**src/rtl/pic_casc_pkg.sv**
```systemverilog
package pic_casc_pkg;
  typedef enum logic [1:0] {
    ACK_SPUR_PRI = 2'd0,
    ACK_PRI      = 2'd1,
    ACK_CASC     = 2'd2,
    ACK_SPUR_SEC = 2'd3
  } ack_kind_e;
endpackage

```
**src/rtl/pic_resolver.sv**
```systemverilog
module pic_resolver #(
  parameter  int unsigned LINES = 8,
  localparam int unsigned LW    = $clog2(LINES)
) (
  input  logic             clk_i,
  input  logic             rst_ni,
  input  logic [LINES-1:0] req_i,
  input  logic [LINES-1:0] mask_i,
  input  logic             ack_i,
  input  logic             eoi_i,
  input  logic [LW-1:0]    eoi_line_i,
  output logic             win_o,
  output logic [LW-1:0]    win_line_o
);
  logic [LINES-1:0] last_q, irr_q, isr_q;
  logic [LINES-1:0] rise, ack_vec, eoi_vec, pend;
  logic             p_hit, s_hit;
  logic [LW-1:0]    p_idx, s_idx;

  assign rise    = req_i & ~last_q;
  assign ack_vec = ack_i ? (LINES'(1) << win_line_o) : '0;
  assign eoi_vec = eoi_i ? (LINES'(1) << eoi_line_i) : '0;
  assign pend    = irr_q & ~mask_i;

  always_comb begin
    p_hit = 1'b0;
    p_idx = '0;
    s_hit = 1'b0;
    s_idx = '0;
    for (int i = LINES - 1; i >= 0; i--) begin
      if (pend[i]) begin
        p_hit = 1'b1;
        p_idx = LW'(i);
      end
      if (isr_q[i]) begin
        s_hit = 1'b1;
        s_idx = LW'(i);
      end
    end
  end

  assign win_o      = p_hit && (!s_hit || (p_idx < s_idx));
  assign win_line_o = p_idx;

  always_ff @(posedge clk_i or negedge rst_ni) begin
    if (!rst_ni) begin
      last_q <= '0;
      irr_q  <= '0;
      isr_q  <= '0;
    end else begin
      last_q <= req_i;
      // acknowledge wins over an edge seen in the same cycle
      irr_q  <= (irr_q | rise) & ~ack_vec;
      isr_q  <= (isr_q | ack_vec) & ~eoi_vec;
    end
  end
endmodule

```
**src/rtl/pic_casc_link.sv**
```systemverilog
module pic_casc_link (
  input  logic clk_i,
  input  logic rst_ni,
  input  logic sec_win_i,
  input  logic hold_i,
  output logic pulse_o
);
  // pulse high one cycle, low the next; parked during acknowledge
  always_ff @(posedge clk_i or negedge rst_ni) begin
    if (!rst_ni) pulse_o <= 1'b0;
    else         pulse_o <= sec_win_i & ~pulse_o & ~hold_i;
  end
endmodule

```
**src/rtl/pic_ack_seq.sv**
```systemverilog
module pic_ack_seq
  import pic_casc_pkg::*;
#(
  parameter  int unsigned LINES     = 8,
  parameter  int unsigned CASC_LINE = 2,
  parameter  int unsigned VEC_W     = 8,
  localparam int unsigned LW        = $clog2(LINES),
  localparam int unsigned BW        = VEC_W - LW
) (
  input  logic             clk_i,
  input  logic             rst_ni,
  input  logic             inta_i,
  input  logic             pri_win_i,
  input  logic [LW-1:0]    pri_line_i,
  input  logic             sec_win_i,
  input  logic [LW-1:0]    sec_line_i,
  input  logic [BW-1:0]    pri_base_i,
  input  logic [BW-1:0]    sec_base_i,
  output logic             pri_ack_o,
  output logic             sec_ack_o,
  output logic             vld_o,
  output logic [VEC_W-1:0] vec_o,
  output logic [LW:0]      src_o
);
  localparam logic [LW-1:0] SPUR_L = LW'(LINES - 1);
  localparam logic [LW-1:0] CASC_L = LW'(CASC_LINE);

  ack_kind_e     kind;
  logic [LW-1:0] sel_line;
  logic [BW-1:0] sel_base;
  logic          from_sec;

  always_comb begin
    if (!pri_win_i)                kind = ACK_SPUR_PRI;
    else if (pri_line_i != CASC_L) kind = ACK_PRI;
    else if (sec_win_i)            kind = ACK_CASC;
    else                           kind = ACK_SPUR_SEC;
  end

  always_comb begin
    unique case (kind)
      ACK_PRI:      begin sel_line = pri_line_i; from_sec = 1'b0; end
      ACK_CASC:     begin sel_line = sec_line_i; from_sec = 1'b1; end
      ACK_SPUR_SEC: begin sel_line = SPUR_L;     from_sec = 1'b1; end
      default:      begin sel_line = SPUR_L;     from_sec = 1'b0; end
    endcase
    sel_base = from_sec ? sec_base_i : pri_base_i;
  end

  assign pri_ack_o = inta_i && pri_win_i;
  assign sec_ack_o = inta_i && (kind == ACK_CASC);

  always_ff @(posedge clk_i or negedge rst_ni) begin
    if (!rst_ni) begin
      vld_o <= 1'b0;
      vec_o <= '0;
      src_o <= '0;
    end else begin
      vld_o <= inta_i;
      if (inta_i) begin
        vec_o <= {sel_base, sel_line};
        src_o <= {from_sec, sel_line};
      end
    end
  end
endmodule

```
**src/rtl/pic_casc_ack.sv**
```systemverilog
module pic_casc_ack #(
  parameter  int unsigned LINES     = 8,
  parameter  int unsigned CASC_LINE = 2,
  parameter  int unsigned VEC_W     = 8,
  localparam int unsigned LW        = $clog2(LINES),
  localparam int unsigned SRC_W     = LW + 1,
  localparam int unsigned N_SRC     = 2 * LINES,
  localparam int unsigned BW        = VEC_W - LW
) (
  input  logic             clk_i,
  input  logic             rst_ni,
  input  logic [N_SRC-1:0] irq_i,
  input  logic [N_SRC-1:0] mask_i,
  input  logic [VEC_W-1:0] pri_base_i,
  input  logic [VEC_W-1:0] sec_base_i,
  input  logic             inta_i,
  input  logic             eoi_i,
  input  logic [SRC_W-1:0] eoi_src_i,
  output logic             int_o,
  output logic             vec_vld_o,
  output logic [VEC_W-1:0] vec_o,
  output logic [SRC_W-1:0] src_o
);
  logic [1:0][LINES-1:0] ctl_req;
  logic [1:0][LINES-1:0] ctl_mask;
  logic [1:0]            ctl_ack, ctl_eoi, ctl_win;
  logic [1:0][LW-1:0]    ctl_line;
  logic                  casc_pulse;
  logic                  pri_ack, sec_ack;
  logic [LW-1:0]         pri_line;
  logic                  unused_bits;

  assign unused_bits = ^{irq_i[CASC_LINE], pri_base_i[LW-1:0], sec_base_i[LW-1:0]};

  for (genvar b = 0; b < LINES; b++) begin : g_pri_req
    if (b == CASC_LINE) begin : g_casc
      assign ctl_req[0][b] = casc_pulse;
    end else begin : g_ext
      assign ctl_req[0][b] = irq_i[b];
    end
  end
  assign ctl_req[1] = irq_i[N_SRC-1:LINES];

  assign ctl_ack[0] = pri_ack;
  assign ctl_ack[1] = sec_ack;
  assign pri_line   = ctl_line[0];

  for (genvar c = 0; c < 2; c++) begin : g_ctl
    assign ctl_mask[c] = mask_i[c*LINES +: LINES];
    assign ctl_eoi[c]  = eoi_i && (eoi_src_i[LW] == 1'(c));

    pic_resolver #(.LINES(LINES)) u_res (
      .clk_i      (clk_i),
      .rst_ni     (rst_ni),
      .req_i      (ctl_req[c]),
      .mask_i     (ctl_mask[c]),
      .ack_i      (ctl_ack[c]),
      .eoi_i      (ctl_eoi[c]),
      .eoi_line_i (eoi_src_i[LW-1:0]),
      .win_o      (ctl_win[c]),
      .win_line_o (ctl_line[c])
    );
  end

  pic_casc_link u_link (
    .clk_i     (clk_i),
    .rst_ni    (rst_ni),
    .sec_win_i (ctl_win[1]),
    .hold_i    (inta_i),
    .pulse_o   (casc_pulse)
  );

  pic_ack_seq #(
    .LINES     (LINES),
    .CASC_LINE (CASC_LINE),
    .VEC_W     (VEC_W)
  ) u_seq (
    .clk_i      (clk_i),
    .rst_ni     (rst_ni),
    .inta_i     (inta_i),
    .pri_win_i  (ctl_win[0]),
    .pri_line_i (ctl_line[0]),
    .sec_win_i  (ctl_win[1]),
    .sec_line_i (ctl_line[1]),
    .pri_base_i (pri_base_i[VEC_W-1:LW]),
    .sec_base_i (sec_base_i[VEC_W-1:LW]),
    .pri_ack_o  (pri_ack),
    .sec_ack_o  (sec_ack),
    .vld_o      (vec_vld_o),
    .vec_o      (vec_o),
    .src_o      (src_o)
  );

  always_ff @(posedge clk_i or negedge rst_ni) begin
    if (!rst_ni) int_o <= 1'b0;
    else         int_o <= ctl_win[0];
  end
endmodule

```
**config.mk**
```make
export PLATFORM = sky130hd
export DESIGN_NAME = pic_casc_ack
export DESIGN_NICKNAME = d
export VERILOG_FILES = /design/src/rtl/pic_casc_pkg.sv /design/src/rtl/pic_resolver.sv /design/src/rtl/pic_casc_link.sv /design/src/rtl/pic_ack_seq.sv /design/src/rtl/pic_casc_ack.sv
export SDC_FILE = /design/constraint.sdc
export NUM_CORES = 1
export LEC_CHECK = 0
export CORE_MARGIN = 1.5
export CORE_UTILIZATION = 50
export DETAILED_ROUTE_END_ITERATION = 10
export HOLD_SLACK_MARGIN = 0.1
export PLACE_DENSITY_LB_ADDON = 0.12
export RECOVER_POWER = 100
export SLEW_MARGIN = 5
export SYNTH_ARGS = -nofsm -noshare
export SYNTH_HDL_FRONTEND = slang
export SYNTH_HIERARCHICAL = 1
export SYNTH_SLANG_ARGS = --single-unit
```
**constraint.sdc**
```tcl
create_clock -name clk_i -period 10.1 [get_ports clk_i]
set_clock_uncertainty 0.15 [all_clocks]
set_input_delay 1.01 -clock clk_i [delete_from_list [all_inputs] [get_ports clk_i]]
set_output_delay 1.01 -clock clk_i [all_outputs]
set_load 0.1 [all_outputs]
```
After elaboration in Yosys (flattened, before gate mapping):

Cells that the tools add are included.

* equal/unequal tests: 4
* muxes and demuxes: 74
* shift-type cells: 3
* magnitude comparators: 2
* reductions and logical operators: 11
* bitwise logic cells: 25

Operators with widths (number)
* 2-to-1 mux 3 bit: 32
* bitwise AND 8 bit: 8
* NOT 8 bit: 8
* 2-to-1 mux 1 bit: 34
* 2-to-1 mux 8 bit: 4
* OR 8 bit: 4
* << shifter 1 x 3 -> 8 bit (first input constant): 3
* logical AND 1 bit: 6
* < comparator 3 bit: 2
* one-hot mux 3 bit (2 select lines): 1
* 2-to-1 mux 5 bit: 1
* == test 2 bit (second input constant): 2
* 2-to-1 mux 2 bit: 2
* inequality test 3 x 2 -> 1 bit (second input constant): 1
* NOT 1 bit: 3
* bitwise AND 1 bit: 2
* == test 2 x 1 -> 1 bit (second input constant): 1
* zero test 1 bit: 2
* logical OR 1 bit: 2
* OR reduction 2 bit: 1

* flip-flop bits (word level): 63
* word-level logic and storage cells: 130
* output and inout port bits: 14
* input bits: 56

Longest topological paths before layout:

* depth in word-level cells: 21
* depth in mapped cells: 15
* depth with buffers taken out: 15

Modules after synthesis:

Netlist, hierarchy kept.

Modules (own cells, without submodules)
* pic_resolver at g_ctl[1].u_res: seq. area each 600.6 sq um, times used 1, cells each 125, area each 1192.4 sq um
* pic_resolver at g_ctl[0].u_res: seq. area each 600.6 sq um, times used 1, cells each 122, area each 1179.9 sq um
* pic_ack_seq: seq. area each 250.2 sq um, times used 1, cells each 51, area each 524.3 sq um
* pic_casc_ack: seq. area each 25.0 sq um, times used 1, cells each 3, area each 41.3 sq um
* pic_casc_link: seq. area each 25.0 sq um, times used 1, cells each 2, area each 37.5 sq um

Worst setup path before layout:

OpenSTA, ideal clock, no wires.

* path kind: input -> register
* start: input mask_i[2]
* end: register g_ctl[1].u_res.isr_q[3]
* slack: 6.268 ns
* data arrival time: 3.617 ns
* stages on the path: 15
* data required time: 9.885 ns
* buffers on the path: 1
* setup time: 0.065 ns
* path through: nand2b_1 > and2_1 > nand2_1 > nor2_1 > ha_1 > a211o_1 > nor3_1 > o32a_2 > and4bb_1 > buf_6 > ha_1 > and2_1 > nand2_1 > nor3_1 > o22a_1

RTL lines
* start, declared: RTL line pic_casc_ack.sv:13 `input logic [N_SRC-1:0] mask_i,`
* end signal, assigned: RTL line pic_resolver.sv:54 `isr_q <= (isr_q | ack_vec) & ~eoi_vec;`
* end, declared: RTL line pic_resolver.sv:15 `logic [LINES-1:0] last_q, irr_q, isr_q;`

==> summary.txt <==
Final layout
  • Commonest cells after routing, fill and taps aside: dfrtp_1, nor2_1, a21oi_1
  • Ant diodes: 0
  • Area Growth Syn to Fin: 26.8%
  • Most common cell after layout, fill and taps aside: dfrtp_1
  • Layout cells sized above 1: 9.09%
  • Fin util: 67.3%
  • Nets@finish: 433

Floorplan
  • IO Pins: 70
  • Die Height: 80.1 um
  • Row count: 27
  • Initial Util: 53.1%
  • Die footprint: 0.00642 mm2
  • Core Footprint: 0.00561 mm2
  • Die Width: 80.1 um

Pwr
  • Clock power frac: 19.7%
  • Combinational share of power: 44.8%
  • Switching share of power: 43.1%
  • Reg power frac: 35.5%
  • Pleak: 1.61 nW
  • Worst vdd rail ir drop: 0.000189 V
  • Internal Pwr Total: 0.517 mW
  • Power Density: 241 mW/mm2
  • NetSw: 0.392 mW

Clock network
  • Post-CTS Setup Bufs: 0
  • Clock transition at path regs: 0.06 ns
  • Insertion delay to the later sink of the worst-skew pair: 0.34 ns
  • Clock tree from TritonCTS: yes
  • Clock Path Buffers: 2
  • Total CTS buffers: 9
  • H-tree depth: 3
  • Clk sinks: 60
  • Post-CTS sizing: 0
  • CTS Hold Bufs: 0
  • CTS root buf: clkbuf_8

Critical path
  • Worst EP arrival: 4.98 ns
  • CP Class: in -> reg
  • Worst Setup Start Kind: input pin
  • CP max FO: 8
  • Critical Path RT: 10.23 ns
  • Crit path capture type: flop

Outcome
  • Violated checks: capacitance limit, slew limit
  • Status: finished with violations

Placed design
  • Final GP Congestion: 0.857
  • Final HPWL DP: 4770 um
  • Port Buffer Count: 62

STA
  • Slew HR: -108%
  • Setup TNS: 0 ns
  • Final hold viol count: 0
  • Part of the cycle the worst path needs: 48.0%
  • Final setup viols: 0
  • RSZ-0062 raised after global routing: no
  • Fmax achieved: 206 MHz
  • Clock period minus worst slack: 4.85 ns
  • Final Slew Violations: 61
  • Worst slew pin tran: 3.12 ns

Yosys
  • Largest area contributor in the netlist: dfrtp_1
  • Syn Std Cell Area: 0.00298 mm2
  • Cell variety after synth: 47
  • Syn nets: 365
  • Number of synthesized register bits: 60
  • Register area share after synthesis: 50.5%
  • Mapped Cells: 303
  • Top post-synthesis cells by area: dfrtp_1, nor2_1, a21oi_1, nand2b_1, o22a_1
  • Yosys warnings: 6
  • EDFF count, synth: 0
  • Top_reg_cell synth: dfrtp_1
  • Synthesized area per cell: 9.82 um2
  • Post-synth top area share: 50.5%
  • Post-synthesis async set-or-reset flop share: 100%

Routing
  • Initial DRC count: 97
  • DRT Pass-1 Iters: 4
  • Vias per cell: 5.36
  • DRT antenna net count: 0
  • Detailed-route wire length: 6370 um
  • DR WL/cell: 14.3 um
  • Routed via count: 2392
  • Drt drc: 0

GRT
  • Vias in the first global route: 2368
  • First-pass GRT wire length: 10600 um
  • GRT Overall Usage: 22.1%
  • Initial antenna violation count: 0
  • Overflow after GRT: 0
  • Largest net degree at the start of global routing: 61

Min path
  • HP Class: reg -> reg

Job
  • Number of max-cap violations: 1
## layer usage
metal / global-route usage, % / vias to the layer above / wire [um]
li1: - / 1185 / -
met1: 26.2 / 1111 / 2760
met2: 37.1 / 80 / 3070
met3: 7.50 / 16 / 392
met4: 7.76 / 0 / 146
met5: 0 / - / 0
## per-stage QoR
step                      total power [mW]  instance area [um2]  setup WS (ns)  hold WS [ns]  cells
final                                0.909                 3770           5.25         0.284    446
after global routing                 0.968                 3770           5.06         0.297    446
after CTS                            0.925                 3800           5.44         0.285    446
after detailed placement             0.742                 3640           5.09         0.269    432
after global placement               0.727                 3640           5.21         0.255    432
after floorplan                      0.639                 2980           6.27         0.243    303
## path summary, 6_finish.rpt
kind / startpoint / end / slack (ns) / depth (start not counted)
max: mask_i[2] / g_ctl[1].u_res/isr_q[2] / 5.25 / 14
min: u_link/pulse_o / g_ctl[0].u_res/last_q[2] / 0.28 / 0
max reg2reg: g_ctl[0].u_res/irr_q[2] / g_ctl[1].u_res/isr_q[2] / 6.13 / 14
min reg2reg: u_link/pulse_o / g_ctl[0].u_res/last_q[2] / 0.28 / 0
max in group asynchronous: rst_ni / g_ctl[0].u_res/last_q[0] / 6.39 / 2
min in group asynchronous: rst_ni / g_ctl[1].u_res/last_q[7] / 1.66 / 2
## cell type report
class                      instances  area (um2)
multi-input combinational        212        1310
timing repair buffer              63         619
inverter                          25        96.3
clock buffer                      11         141
clock inverter                     3        15.0
tap                               72        90.1
fill                             471        1830
sequential                        60        1500
## critical path, stage by stage
cell           delay (ns)
dlygate4sd3_1        0.54
nand2b_1             0.20
and2_0               0.22
a21boi_0             0.48
ha_1                 0.33
o21a_1               0.17
o22ai_1              0.13
o32a_2               0.21
and4bb_1             0.47
ha_1                 0.29
and2_0               0.30
nand2_1              0.12
nor3_1               0.29
o22a_1               0.20
## sequential cells by signal, indices dropped and copies added, names as in the netlist
signal              count
u_seq/src_o             1
u_seq/vld_o             1
u_link/pulse_o          1
g_ctl.u_res/irr_q      16
g_ctl.u_res/last_q     16
g_ctl.u_res/isr_q      16
int_o                   1
u_seq/vec_o             8
## cells by family after synthesis
group	count (synthesis)	share of synthesized area [%]
AND/OR/NAND/NOR	128	23.6
buffers and inverters	31	4.71
flip-flops	60	50.5
multiplexers	6	2.06
AO/OA/AOI/OAI	72	16.6
adder cells (fa/ha/maj)	6	2.52
## power by group through the flow
| stage | Clock, mW | Combinational, mW | Sequential [mW] |
|---|---|---|---|
| final | 0.179 | 0.407 | 0.323 |
| after global routing | 0.196 | 0.442 | 0.330 |
| after CTS | 0.184 | 0.417 | 0.323 |
| after detailed placement | 0 | 0.415 | 0.327 |
| after global placement | 0 | 0.401 | 0.325 |
| after floorplan | 0 | 0.233 | 0.406 |
## Yosys cell counts (2+ instances only)
| cell | number |
|---|---|
| o21a_1 | 4 |
| a211o_1 | 2 |
| a221oi_1 | 4 |
| buf_2 | 2 |
| nand2_1 | 17 |
| buf_4 | 3 |
| nand4_1 | 3 |
| a21boi_0 | 2 |
| o31ai_1 | 4 |
| o22ai_1 | 2 |
| o21ai_0 | 2 |
| nor3_1 | 6 |
| nand2b_1 | 16 |
| nor2_1 | 48 |
| mux2i_1 | 5 |
| nand3b_1 | 2 |
| a21oi_1 | 32 |
| and2_2 | 2 |
| o22a_1 | 10 |
| nor2b_1 | 2 |
| dfrtp_1 | 60 |
| nand3_1 | 8 |
| a31oi_1 | 4 |
| inv_1 | 23 |
| nand2b_4 | 3 |
| nand2b_2 | 3 |
| and2_1 | 7 |
| o32a_1 | 2 |
| ha_1 | 6 |
| nor2b_4 | 2 |
Power figures use the tool's default switching activity.
